==> src/rtl/irq_pkg.sv <==
package irq_pkg;
  localparam int NUM_SRC   = 8;
  localparam int CODED_SRC = NUM_SRC - 1;
  localparam int CODE_W    = $clog2(NUM_SRC);

  typedef enum logic [CODE_W-1:0] {
    SRC_ERR  = 3'd0,
    SRC_WAKE = 3'd1,
    SRC_TX0  = 3'd2,
    SRC_TX1  = 3'd3,
    SRC_TX2  = 3'd4,
    SRC_RX0  = 3'd5,
    SRC_RX1  = 3'd6,
    SRC_MERR = 3'd7
  } srcIdx_e;

  // Strobes from the register control to the datapath
  typedef struct packed {
    logic               enWr;
    logic               flagWr;
    logic [NUM_SRC-1:0] mask;
    logic [NUM_SRC-1:0] data;
  } regStrobe_t;
endpackage

==> src/rtl/irq_regctrl.sv <==
module irq_regctrl
  import irq_pkg::*;
(
  input  logic               regWrEn,
  input  logic               regModify,
  input  logic               regSel,
  input  logic [NUM_SRC-1:0] regMask,
  input  logic [NUM_SRC-1:0] regData,
  output regStrobe_t         strb
);
  always_comb begin
    strb.enWr   = regWrEn && !regSel;
    strb.flagWr = regWrEn && regSel;
    // A plain write touches every bit; a bit-modify write only the masked ones
    strb.mask   = regModify ? regMask : {NUM_SRC{1'b1}};
    strb.data   = regData;
  end
endmodule

==> src/rtl/irq_prienc.sv <==
module irq_prienc #(
  parameter int N  = 7,
  parameter int CW = 3
) (
  input  logic [N-1:0]  pend,
  output logic [CW-1:0] code
);
  // Lowest pending index wins; index i reports as i+1, zero means idle
  always_comb begin
    code = '0;
    for (int i = N - 1; i >= 0; i--) begin
      if (pend[i]) code = CW'(i + 1);
    end
  end
endmodule

==> src/rtl/irq_flagpath.sv <==
module irq_flagpath
  import irq_pkg::*;
(
  input  logic               clk,
  input  logic               rstN,
  input  regStrobe_t         strb,
  input  logic [NUM_SRC-1:0] evtSet,
  input  logic [NUM_SRC-1:0] evtCond,
  input  logic               regSel,
  output logic [NUM_SRC-1:0] enReg,
  output logic [NUM_SRC-1:0] flagReg,
  output logic [NUM_SRC-1:0] rdData
);
  always_ff @(posedge clk or negedge rstN) begin
    if (!rstN)          enReg <= '0;
    else if (strb.enWr) enReg <= (enReg & ~strb.mask) | (strb.data & strb.mask);
  end

  for (genvar g = 0; g < NUM_SRC; g++) begin : gFlag
    always_ff @(posedge clk or negedge rstN) begin
      if (!rstN)
        flagReg[g] <= 1'b0;
      else if (evtSet[g])
        flagReg[g] <= 1'b1;                       // event wins over a clear
      else if (strb.flagWr && strb.mask[g])
        flagReg[g] <= strb.data[g] | evtCond[g];  // live condition blocks a clear
    end
  end

  assign rdData = regSel ? flagReg : enReg;

  // a pulse always leaves its flag set
  p_event_wins_r9: assert property (@(posedge clk) disable iff (!rstN)
    1'b1 |=> ((flagReg & $past(evtSet)) == $past(evtSet)));

  // a set flag with its condition present stays set
  p_cond_hold_r4: assert property (@(posedge clk) disable iff (!rstN)
    1'b1 |=> ((flagReg & $past(flagReg & evtCond)) == $past(flagReg & evtCond)));

  // unmasked bits are untouched by a flag write
  p_unmasked_r6: assert property (@(posedge clk) disable iff (!rstN)
    strb.flagWr |=> (((flagReg ^ $past(flagReg)) & ~$past(strb.mask) & ~$past(evtSet)) == '0));

  p_en_unmasked_r6: assert property (@(posedge clk) disable iff (!rstN)
    strb.enWr |=> (((enReg ^ $past(enReg)) & ~$past(strb.mask)) == '0));
endmodule

==> src/rtl/irq_flag_ctrl.sv <==
module irq_flag_ctrl
  import irq_pkg::*;
(
  input  logic               clk,
  input  logic               rstN,
  input  logic [NUM_SRC-1:0] evtSet,
  input  logic [NUM_SRC-1:0] evtCond,
  input  logic               regWrEn,
  input  logic               regModify,
  input  logic               regSel,
  input  logic [NUM_SRC-1:0] regMask,
  input  logic [NUM_SRC-1:0] regData,
  output logic [NUM_SRC-1:0] regRdData,
  output logic               irqN,
  output logic [CODE_W-1:0]  irqCode,
  output logic               wakeReq
);
  regStrobe_t         strb;
  logic [NUM_SRC-1:0] enReg;
  logic [NUM_SRC-1:0] flagReg;
  logic [NUM_SRC-1:0] pending;

  irq_regctrl i_ctrl (
    .regWrEn(regWrEn), .regModify(regModify), .regSel(regSel),
    .regMask(regMask), .regData(regData), .strb(strb)
  );

  irq_flagpath i_path (
    .clk(clk), .rstN(rstN), .strb(strb), .evtSet(evtSet), .evtCond(evtCond),
    .regSel(regSel), .enReg(enReg), .flagReg(flagReg), .rdData(regRdData)
  );

  assign pending = flagReg & enReg;
  assign irqN    = ~|pending;

  // The top slot (message error) drives the request line only
  irq_prienc #(.N(CODED_SRC), .CW(CODE_W)) i_enc (
    .pend(pending[CODED_SRC-1:0]), .code(irqCode)
  );

  always_ff @(posedge clk or negedge rstN) begin
    if (!rstN) wakeReq <= 1'b0;
    else       wakeReq <= evtSet[SRC_WAKE];
  end

  // an enabled event pulls the request low next cycle
  p_irq_follow_r2: assert property (@(posedge clk) disable iff (!rstN)
    ((|(evtSet & enReg)) && !regWrEn) |=> !irqN);

  // a nonzero code names a source that is pending and enabled
  p_code_valid_r7: assert property (@(posedge clk) disable iff (!rstN)
    (irqCode != '0) |-> (flagReg[irqCode - CODE_W'(1)] && enReg[irqCode - CODE_W'(1)] && !irqN));

  // wake request follows the wakeup pulse
  p_wake_r10: assert property (@(posedge clk) disable iff (!rstN)
    evtSet[SRC_WAKE] |=> wakeReq);

  p_wake_once_r10: assert property (@(posedge clk) disable iff (!rstN)
    !evtSet[SRC_WAKE] |=> !wakeReq);
endmodule

==> config.mk <==
export PLATFORM = sky130hd
export DESIGN_NAME = irq_flag_ctrl
export DESIGN_NICKNAME = d
export VERILOG_FILES = /design/src/rtl/irq_pkg.sv /design/src/rtl/irq_regctrl.sv /design/src/rtl/irq_prienc.sv /design/src/rtl/irq_flagpath.sv /design/src/rtl/irq_flag_ctrl.sv
export SDC_FILE = /design/constraint.sdc
export NUM_CORES = 1
export LEC_CHECK = 0
export ABC_AREA = 1
export BUFFER_PORTS_ARGS = -buffer_cell sky130_fd_sc_hd__clkbuf_2
export CELL_PAD_IN_SITES_DETAIL_PLACEMENT = 2
export CELL_PAD_IN_SITES_GLOBAL_PLACEMENT = 2
export CORE_UTILIZATION = 25
export CTS_BUF_LIST = sky130_fd_sc_hd__clkbuf_16
export CTS_CLUSTER_SIZE = 25
export DETAILED_ROUTE_END_ITERATION = 6
export GPL_TIMING_DRIVEN = 0
export MAX_ROUTING_LAYER = met4
export PLACE_DENSITY = 0.94
export SYNTH_ARGS = -nofsm -noshare
export SYNTH_HDL_FRONTEND = slang
export SYNTH_SLANG_ARGS = --single-unit
==> constraint.sdc <==
create_clock -name clk -period 1.9 [get_ports clk]
set_input_delay 0 -clock clk [delete_from_list [all_inputs] [get_ports clk]]
set_output_delay 0 -clock clk [all_outputs]
set_load 0.01 [all_outputs]
### Word-level counts from Yosys, hierarchy flattened

Index checks and enable logic that the tools add are counted.

| cells by class | value |
|---|---|
| reductions and logical operators | 21 |
| bitwise gates (word level) | 13 |
| multiplexer cells | 25 |

Operators by type and width:

| kind | number |
|---|---|
| $and A8 B8 Y8 | 3 |
| $mux W3 | 7 |
| $mux W1 | 16 |
| $mux W8 | 2 |
| $reduce_bool A2 Y1 | 8 |
| $logic_and A1 B1 Y1 | 10 |
| $not A8 Y8 | 1 |
| $or A1 B1 Y1 | 8 |
| $or A8 B8 Y8 | 1 |
| $reduce_or A8 Y1 | 1 |
| $logic_not A1 Y1 | 2 |

| word-level totals | value |
|---|---|
| logic and storage cells | 69 |
| register bits | 17 |
| input bits | 37 |
| output and inout port bits | 13 |

### Longest topological paths before layout

Gate-level depths: netlist of the first run.

| depth | value |
|---|---|
| depth in word-level cells | 8 |
| gate-level depth with buffers | 8 |
| depth with buffers taken out | 8 |

### Hierarchy

From an unflattened synthesis of the first run, not the netlist that was laid out.

| unflattened totals | value |
|---|---|
| cell total of the unflattened synthesis | 205 |
| area total of the unflattened synthesis | 1216.2 um^2 |

Modules (own cells, without submodules):

| module | cells an instance | sequential area each (um^2) | instances | area each (um^2) |
|---|---|---|---|---|
| irq_flagpath | 131 | 400.4 | 1 | 870.8 |
| irq_regctrl | 29 | 0.0 | 1 | 140.1 |
| irq_flag_ctrl | 27 | 25.0 | 1 | 122.6 |
| irq_prienc | 18 | 0.0 | 1 | 82.6 |

### Worst setup path after synthesis of the first run

Ideal clock, no wire load.

| timing path | value |
|---|---|
| path type | register -> output |
| from | reg (tool-made name) |
| to | out irqCode[0] |
| arrival | 0.807 ns |
| buffers on the path | 0 |
| stages on the path, launching flop included | 9 |
| slack | 1.093 ns |
| required time | 1.900 ns |
| cells stage by stage | dfrtp_1 > nand2_1 > inv_1 > nand2_1 > nand2_1 > nand2_1 > nand2_1 > nand2_1 > nand2_1 |

RTL lines:

| what | RTL line | text |
|---|---|---|
| end, declared | irq_flag_ctrl.sv:15 | `output logic [CODE_W-1:0] irqCode,` |

### Worst setup path in the final report of the first run

| timing path | value |
|---|---|
| from | reg i_path.flagReg[4] |
| to | out irqN |

| between the ends | value |
|---|---|
| word-level cells in the longest chain between the ends | 3 |

RTL lines:

| what | RTL line | text |
|---|---|---|
| start, declared | irq_flagpath.sv:11 | `output logic [NUM_SRC-1:0] flagReg,` |
| start signal, assigned by index | irq_flagpath.sv:26 | `flagReg[g] <= strb.data[g] \| evtCond[g];` |
| $and A8 B8 Y8 | irq_flag_ctrl.sv:33 | `assign pending = flagReg & enReg;` |
| $reduce_or A8 Y1 | irq_flag_ctrl.sv:34 | `assign irqN = ~\|pending;` |
| $logic_not A1 Y1 | irq_flag_ctrl.sv:34 |  |
| end, declared | irq_flag_ctrl.sv:14 | `output logic irqN,` |

Every way passes these cells.

==> impl_metrics.py, run 1 <==
metrics = {
    "cts": {
        "clkSlewWorstSetupHoldPaths_ps": 50,
        "postCtsSetupRepairBufs": 0,
        "clockBufferDepth": 2,
        "insertion_delay_ps": 250,
        "cts-root-buf": "clkbuf_16",
        "cts.sinks": 17,
        "cts_tree": "done",
        "cts_inserted_buffers": 3,
        "cts_max_level": 1,
    },
    "setup_path": {
        "cp.arrival_ps": 1350,
        "reg2reg_depth": 2,
        "critPathLaunchType": "flop",
        "end_kind": "primary output",
        "regToRegSetupSlack_ps": 1160,
        "critPathMaxFanout": 3,
        "worstSetupPathType": "reg2out",
        "required_ps": 1900,
    },
    "yosys": {
        "yosysTopAreaCell": "dfrtp_1",
        "synthTopCellsByCount": "27 x nand2_1, 20 x nor2_1, 17 x dfrtp_1, 15 x o21ai_0, 11 x a21oi_1",
        "synth.most_common_cell": "nand2_1",
        "synth_area_leaders": "dfrtp_1 42%, nand2_1 10%, nor2_1 7.5%",
        "synthesis.area_sq_mm": 0.00101,
        "synth_seq_area_share": 0.422,
        "yosys_warnings": 0,
        "syn_inst": 132,
        "synth_nets": 169,
        "synth_top_area_share": 0.422,
        "ys.flop_type": "dfrtp_1",
        "ys_types": 20,
        "async_flop_share": 1.00,
        "synth_edf_count": 0,
        "synth_seq_cells": 17,
        "syn_avg_cell_area_sq_um": 7.63,
    },
    "layout": {
        "utilization": 0.389,
        "nFillCells": 462,
        "seq_area_sq_um": 425,
        "n_antenna_cell": 0,
        "fin_nets": 230,
        "multi_input_area_sq_um": 500,
        "drive_gt1_frac": 0.349,
        "area_growth_pct": 45.6,
    },
    "power_and_ir_drop": {
        "seq_power_share": 0.372,
        "switching_share": 0.300,
        "p_sw_uw": 348,
        "p_per_area_mw_per_mm2": 790,
        "power_frac_comb": 0.259,
        "power_leakage_uw": 0.000762,
        "ir_drop_v": 0.000284,
        "pwr-share-clk": 0.370,
        "internal_power_uw": 811,
    },
    "sta": {
        "fin_tns_setup_ps": 0,
        "slew_viol_final": 0,
        "setup_violations": 0,
        "tightest_slew_ps": 453,
        "period_share": 0.712,
        "whs_ps": -3.33,
        "finalCriticalPeriod_ps": 1350,
        "hold_violations": 1,
        "max_freq_mhz": 739,
        "slew_headroom": 0.698,
        "rsz0062_at_grt": "no",
        "skew_ps": 0,
    },
    "hold_path": {
        "min_path_type": "in2reg",
        "holdPathStages": 3,
    },
    "outcome": {
        "failed_checks": "negative hold slack",
        "status": "finished with violations",
    },
    "floorplan": {
        "die_area_sq_mm": 0.00429,
        "num_rows": 22,
        "start_util": 0.267,
        "die_x_um": 65.5,
        "die_y_um": 65.5,
        "core-area_sq_mm": 0.00377,
        "ioPinCount": 50,
    },
    "global_routing": {
        "antenna_found_initial": 0,
        "grt_start_max_net_pins": 18,
        "grt_usage": 0.188,
        "grt_pass1_vias": 1219,
        "overflow": 0,
        "grt_pass1_wl_mm": 5.75,
    },
    "flow_run": {
        "maxCapViolations": 0,
    },
    "routing": {
        "wirelength_mm": 3.35,
        "wire_per_inst_um": 14.0,
        "dr.pass1.iters": 5,
        "drc": 0,
        "drt_iter0_drc": 38,
        "num_vias": 1158,
        "via_per_inst": 4.83,
        "ant_nets": 0,
    },
    "place": {
        "place.gp.congestion": 0.703,
        "port_buffers": 48,
        "dp_hpwl_mm": 2.64,
    },
}
## cell type report
cell class	instances	share of cell area
buffer	3	0.0188
tap	48	0.0410
clock inverter	1	0.00256
timing repair buffer	56	0.218
multi-input combinational	99	0.341
inverter	13	0.0367
sequential	17	0.290
clock buffer	3	0.0512
## power by group through the flow
stage	Combinational, uW	Clock (uW)	Sequential, uW
floorplan	164	0	428
global placement	279	0	433
detailed placement	289	0	438
CTS	307	434	431
global route	342	445	436
finish	300	428	431
## stage by stage
stage / cell area (sq um) / setup WS [ps] / hold slack, ps / total power, uW / cells
after floorplan: 1010 / 1090 / -296 / 592 / 132
after global placement: 1310 / 904 / -31.1 / 712 / 228
after detailed placement: 1310 / 872 / -29.2 / 727 / 228
after CTS: 1470 / 527 / 1.46 / 1170 / 240
after global routing: 1470 / 446 / 15.8 / 1220 / 240
final: 1470 / 547 / -3.33 / 1160 / 240
## layer usage
layer	vias to the layer above	GRT usage	part of all wire
met5	-	-	0
met2	36	0.322	0.51
met3	4	0.0347	0.037
met1	558	0.214	0.43
met4	0	0.0761	0.017
li1	560	-	-
## cell families after synthesis
group | synth area share
compound gates | 0.231
buf+inv | 0.0807
flops | 0.422
mux | 0.0335
simple gates | 0.232
## path summary, 6_finish.rpt
kind / to / startpoint
setup / recovery: irqN / i_path.flagReg[4]
hold / removal: i_path.flagReg[4] / evtCond[4]
setup reg to reg: i_path.flagReg[7] / i_path.flagReg[7]
hold reg to reg: flop / flop
max in group asynchronous: async pin / rstN
min in group asynchronous: i_path.flagReg[6] / rstN
## repair_timing
item	4_1_cts	5_1_grt
endpoints found under the hold margin	25	0
setup endpoints to repair	0	0
resized for setup	0	0
hold buffers	8	0
## cell usage in the layout, fill, tap and decap left out
master,Yosys,final
buf_6,2,2
a21oi_1,11,11
mux2_2,3,3
a31oi_1,1,1
o21ai_1,9,9
inv_2,2,2
nor2_8,1,1
clkinv_4,1,1
clkbuf_16,0,3
nor2_1,20,20
nand4_1,1,1
dlygate4sd3_1,0,8
nand3_1,1,1
nand2_4,1,1
nor3_1,3,3
o21ai_0,15,15
dfrtp_1,17,17
o21a_1,1,1
buf_2,1,1
clkbuf_2,0,48
o21ai_2,5,5
nand2_1,27,27
inv_1,10,11
## critical path, cell delays in order, from the launching register on
cell      delay, ps
dfrtp_1         390
nand2_1         100
nand2_1          90
inv_1            80
nand4_1         100
nor2_1          180
clkbuf_2        170
Note: power is estimated with default switching activity, not from simulation.
==> inputs of run 2 (changes only) <==
- CORE_UTILIZATION: 25 -> 21
- PLACE_DENSITY: 0.94 -> 0.85
- clock period: 1.9 -> 1.15 ns (I/O delays scaled with it)
==> impl_metrics.py, run 2 (same netlist as run 1, synthesis figures left out) <==
metrics = {
    "layout": {
        "n_antenna_cell": 0,
        "finalNonFillerCells": 255,
        "final_common_cell": "clkbuf_2",
        "final_cell_mix": "44 x clkbuf_2, 20 x nor2_1, 19 x nand2_1, 17 x dfrtp_1, 14 x o21ai_0",
        "area_growth_pct": 57.8,
        "fin_nets": 241,
        "drive_gt1_frac": 0.438,
    },
    "cts": {
        "clockBufferDepth": 2,
        "insertion_delay_ps": 250,
        "clkSlewWorstSetupHoldPaths_ps": 50,
        "cts.sinks": 17,
        "cts-root-buf": "clkbuf_16",
        "cts_tree": "done",
        "cts_max_level": 1,
        "cts_inserted_buffers": 3,
    },
    "power_and_ir_drop": {
        "p_per_area_mw_per_mm2": 1270,
        "ir_drop_v": 0.000478,
        "post-layout-total-power_uw": 2010,
        "power_leakage_uw": 0.000819,
    },
    "hold_path": {
        "holdPathStages": 3,
        "hold_path_end": "i_path.flagReg[1]",
        "min_path_type": "in2reg",
        "worstHoldStart": "evtCond[1]",
    },
    "sta": {
        "rsz0062_at_grt": "yes",
        "skew_ps": 0,
        "tightest_slew_ps": 466,
        "fin_tns_setup_ps": -200,
        "hold_violations": 0,
        "finalWorstSetupSlack_ps": -93.4,
        "finalCriticalPeriod_ps": 1240,
        "slew_viol_final": 0,
        "whs_ps": 8.66,
        "slew_headroom": 0.689,
        "period_share": 1.08,
        "setup_violations": 4,
        "max_freq_mhz": 804,
    },
    "flow_run": {
        "maxCapViolations": 0,
    },
    "floorplan": {
        "die_area_sq_mm": 0.00508,
        "die_y_um": 71.3,
        "core-area_sq_mm": 0.00447,
        "num_rows": 24,
        "die_x_um": 71.3,
        "start_util": 0.225,
        "ioPinCount": 50,
    },
    "setup_path": {
        "cp.arrival_ps": 1240,
        "reg2reg_depth": 3,
        "critPathMaxFanout": 3,
        "critPathLaunchType": "flop",
        "end_kind": "primary output",
        "r2r_end": "i_path.flagReg[5]",
        "worstSetupPathType": "reg2out",
        "reg2reg_from": "i_path.flagReg[5]",
        "regToRegSetupSlack_ps": 270,
        "required_ps": 1150,
    },
    "outcome": {
        "failed_checks": "design-rule violations, negative setup slack",
        "status": "finished with violations",
    },
    "place": {
        "dp_hpwl_mm": 2.67,
        "port_buffers": 48,
        "dp.cells": 232,
        "place.gp.congestion": 0.763,
    },
    "global_routing": {
        "grt_usage": 0.158,
        "antenna_found_initial": 0,
        "grt_pass1_vias": 1255,
        "overflow": 0,
        "grt_pass1_wl_mm": 6.00,
        "grt_start_max_net_pins": 18,
    },
    "routing": {
        "ant_nets": 0,
        "drt_iter0_drc": 21,
        "wire_per_inst_um": 14.5,
        "dr.pass1.iters": 6,
        "wirelength_mm": 3.71,
        "num_vias": 1172,
        "via_per_inst": 4.60,
        "drc": 2,
    },
}
==> run 2: how the worst max path moves through the flow <==
| stage | slack, ps | endpoint |
|---|---|---|
| finish | -90 | irqCode[0] |
| floorplan | 340 | irqCode[0] |
| global placement | 170 | irqCode[0] |
| global route | -180 | irqCode[0] |
| CTS | -50 | irqN |
| detailed placement | 120 | irqCode[0] |
==> run 2: layout make-up <==
cell class,instances,area (sq um)
fill,533,2890
multi-input combinational,99,529
sequential,17,425
timing repair buffer,67,409
clock buffer,3,75.1
tap,52,65.1
inverter,13,53.8
buffer,3,27.5
clock inverter,1,3.75
==> run 2: what timing repair did <==
item	4_1_cts	5_1_grt
pin swaps	3	2
gates resized for setup	9	9
buffers inserted	9	3
hold buffers	8	0
setup endpoints to repair	4	6
hold endpoints to repair	25	0
==> run 2: critical path: stages (launching register included) <==
cell and delay (ps):
dfrtp_1 390, nand2_2 110, inv_2 40, nand2_1 60, nand2_1 60, nand2_1 70
nand2_1 60, nand2_1 60, nand2_1 50, clkbuf_2 120
==> run 2: stage by stage <==
stage          area, sq um   util  setup slack (ps)
3_3_place_gp          1310  0.293               167
6_report              1590  0.355             -93.4
3_5_place_dp          1310  0.293               117
4_1_cts               1560  0.349             -53.1
5_1_grt               1590  0.355              -177
2_1_floorplan         1010      -               343
==> run 2: layer usage <==
metal  part of all wire  GRT usage  routed length (um)
met5                  0          -                   0
met4             0.0092     0.0467                  34
met1               0.42      0.191                1570
met3              0.035     0.0183                 128
met2               0.53      0.278                1970
==> run 2: power breakdown <==
group,internal (uW),switching (uW)
combinational,282,321
sequential,665,49.4
clock,462,233
total,1410,604
==> inputs of run 3 (changes only) <==
- CORE_MARGIN: not set -> 5
- PLACE_DENSITY: 0.85 -> 0.75
==> impl_metrics.py, run 3 (same netlist as run 1, synthesis figures left out) <==
metrics = {
    "sta": {
        "slew_headroom": 0.686,
        "setup_violations": 6,
        "hold_violations": 2,
        "tightest_slew_ps": 471,
        "finalWorstSetupSlack_ps": -132,
        "max_freq_mhz": 780,
        "slew_viol_final": 0,
        "whs_ps": -3.86,
        "skew_ps": 0,
        "rsz0062_at_grt": "yes",
        "period_share": 1.12,
        "finalCriticalPeriod_ps": 1280,
    },
    "setup_path": {
        "required_ps": 1150,
        "worstSetupPathType": "reg2out",
        "critPathMaxFanout": 2,
        "cp.arrival_ps": 1280,
        "critPathLaunchType": "flop",
        "end_kind": "primary output",
    },
    "power_and_ir_drop": {
        "p_sw_uw": 628,
        "power_frac_comb": 0.310,
        "switching_share": 0.305,
        "p_per_area_mw_per_mm2": 1270,
        "internal_power_uw": 1430,
        "seq_power_share": 0.348,
        "ir_drop_v": 0.000431,
        "post-layout-total-power_uw": 2060,
        "power_leakage_uw": 0.000833,
        "pwr-share-clk": 0.342,
    },
    "floorplan": {
        "num_rows": 25,
        "start_util": 0.215,
        "die_x_um": 79.3,
        "die_y_um": 79.3,
        "ioPinCount": 50,
        "core-area_sq_mm": 0.00469,
        "die_area_sq_mm": 0.00628,
    },
    "cts": {
        "insertion_delay_ps": 250,
        "cts.sinks": 17,
        "clkSlewWorstSetupHoldPaths_ps": 50,
        "cts_tree": "done",
        "cts_inserted_buffers": 3,
        "cts-root-buf": "clkbuf_16",
        "clockBufferDepth": 2,
        "cts_max_level": 1,
    },
    "layout": {
        "final_area_sq_mm": 0.00162,
        "fin_nets": 242,
        "area_growth_pct": 61.1,
        "nFillCells": 571,
        "n_antenna_cell": 0,
        "drive_gt1_frac": 0.441,
        "final_common_cell": "clkbuf_2",
        "final_cell_mix": "44 x clkbuf_2, 19 x nand2_1, 19 x nor2_1, 17 x dfrtp_1, 15 x o21ai_0",
    },
    "routing": {
        "wirelength_mm": 4.04,
        "via_per_inst": 4.69,
        "drt_iter0_drc": 33,
        "drc": 0,
        "ant_nets": 0,
        "wire_per_inst_um": 15.7,
        "dr.pass1.iters": 4,
        "num_vias": 1211,
    },
    "hold_path": {
        "min_path_type": "in2reg",
    },
    "global_routing": {
        "grt_pass1_vias": 1431,
        "grt_usage": 0.140,
        "overflow": 0,
        "antenna_found_initial": 0,
        "grt_start_max_net_pins": 18,
        "grt_pass1_wl_mm": 6.69,
    },
    "place": {
        "dpl_cell_area_sq_mm": 0.00132,
        "place.gp.congestion": 0.742,
        "dp_hpwl_mm": 2.87,
        "port_buffers": 48,
    },
    "flow_run": {
        "maxCapViolations": 0,
    },
    "outcome": {
        "failed_checks": "negative hold slack, negative setup slack",
        "status": "finished with violations",
    },
}
run 3: cell count changes in the layout (fill, tap and decap cells not counted):
| cell | before | now |
|---|---|---|
| inv_1 | 9 | 10 |
| buf_6 | 3 | 8 |
| buf_2 | 4 | 3 |
| o21ai_1 | 10 | 9 |
| nor2_1 | 20 | 19 |
| buf_4 | 11 | 8 |
| o21ai_0 | 14 | 15 |
| nor2_2 | 0 | 1 |
| inv_2 | 4 | 3 |
run 3: cell type report:
class	instances	area [sq um]	share of cell area
well taps	54	67.6	0.0416
flip-flops and latches	17	425	0.262
clock inverters	1	3.75	0.00231
clock buffers	3	75.1	0.0463
inverters	13	53.8	0.0332
multi-input cells	99	532	0.328
repair buffers	68	438	0.270
plain buffers	3	27.5	0.0170
run 3: what timing repair did:
| item | in CTS | in global routing |
|---|---|---|
| hold buffers | 8 | 0 |
| setup endpoints to repair | 4 | 6 |
| gates resized for setup | 9 | 13 |
| buffers inserted | 9 | 4 |
| endpoints found under the hold margin | 25 | 0 |
| pin swaps | 7 | 3 |
run 3: final timing paths:
kind	from	to	slack, ps	cells past startpoint
min	evtCond[4]	i_path.flagReg[4]	-4	3
max	flop	irqCode[0]	-130	9
max reg2reg	i_path.flagReg[0]	i_path.flagReg[0]	260	4
min in group asynchronous	rstN	wakeReq	240	2
min reg2reg	i_path.flagReg[7]	i_path.flagReg[7]	530	2
max in group asynchronous	rstN	i_path.flagReg[3]	590	2
run 3: through the flow:
step                      TNS [ps]   util  std cells  worst slack, ps
after floorplan                  0      -        132              343
after global placement           0  0.280        234              146
after detailed placement         0  0.280        234              117
after CTS                     -392  0.334        255             -144
after global routing          -868  0.346        258             -247
final                         -449  0.346        258             -132
run 3: metal layers:
metal / global-route usage / routed length [um]
met1: 0.145 / 1580
met2: 0.268 / 2220
met3: 0.0272 / 194
met4: 0.0395 / 51
met5: - / 0
run 3: critical path, cell delays in order, from the launching register on:
cell,delay (ps)
dfrtp_1,400
nand2_2,80
inv_1,40
nand2_1,50
nand2_1,60
nand2_1,70
nand2_1,60
nand2_1,80
nand2_1,60
buf_2,140
run 3: power groups by stage:
stage               Clock (uW)  Sequential (uW)  Combinational, uW
global placement             0              714                474
finish                     704              718                638
CTS                        716              714                586
floorplan                    0              707                271
detailed placement           0              719                486
global route               756              725                713
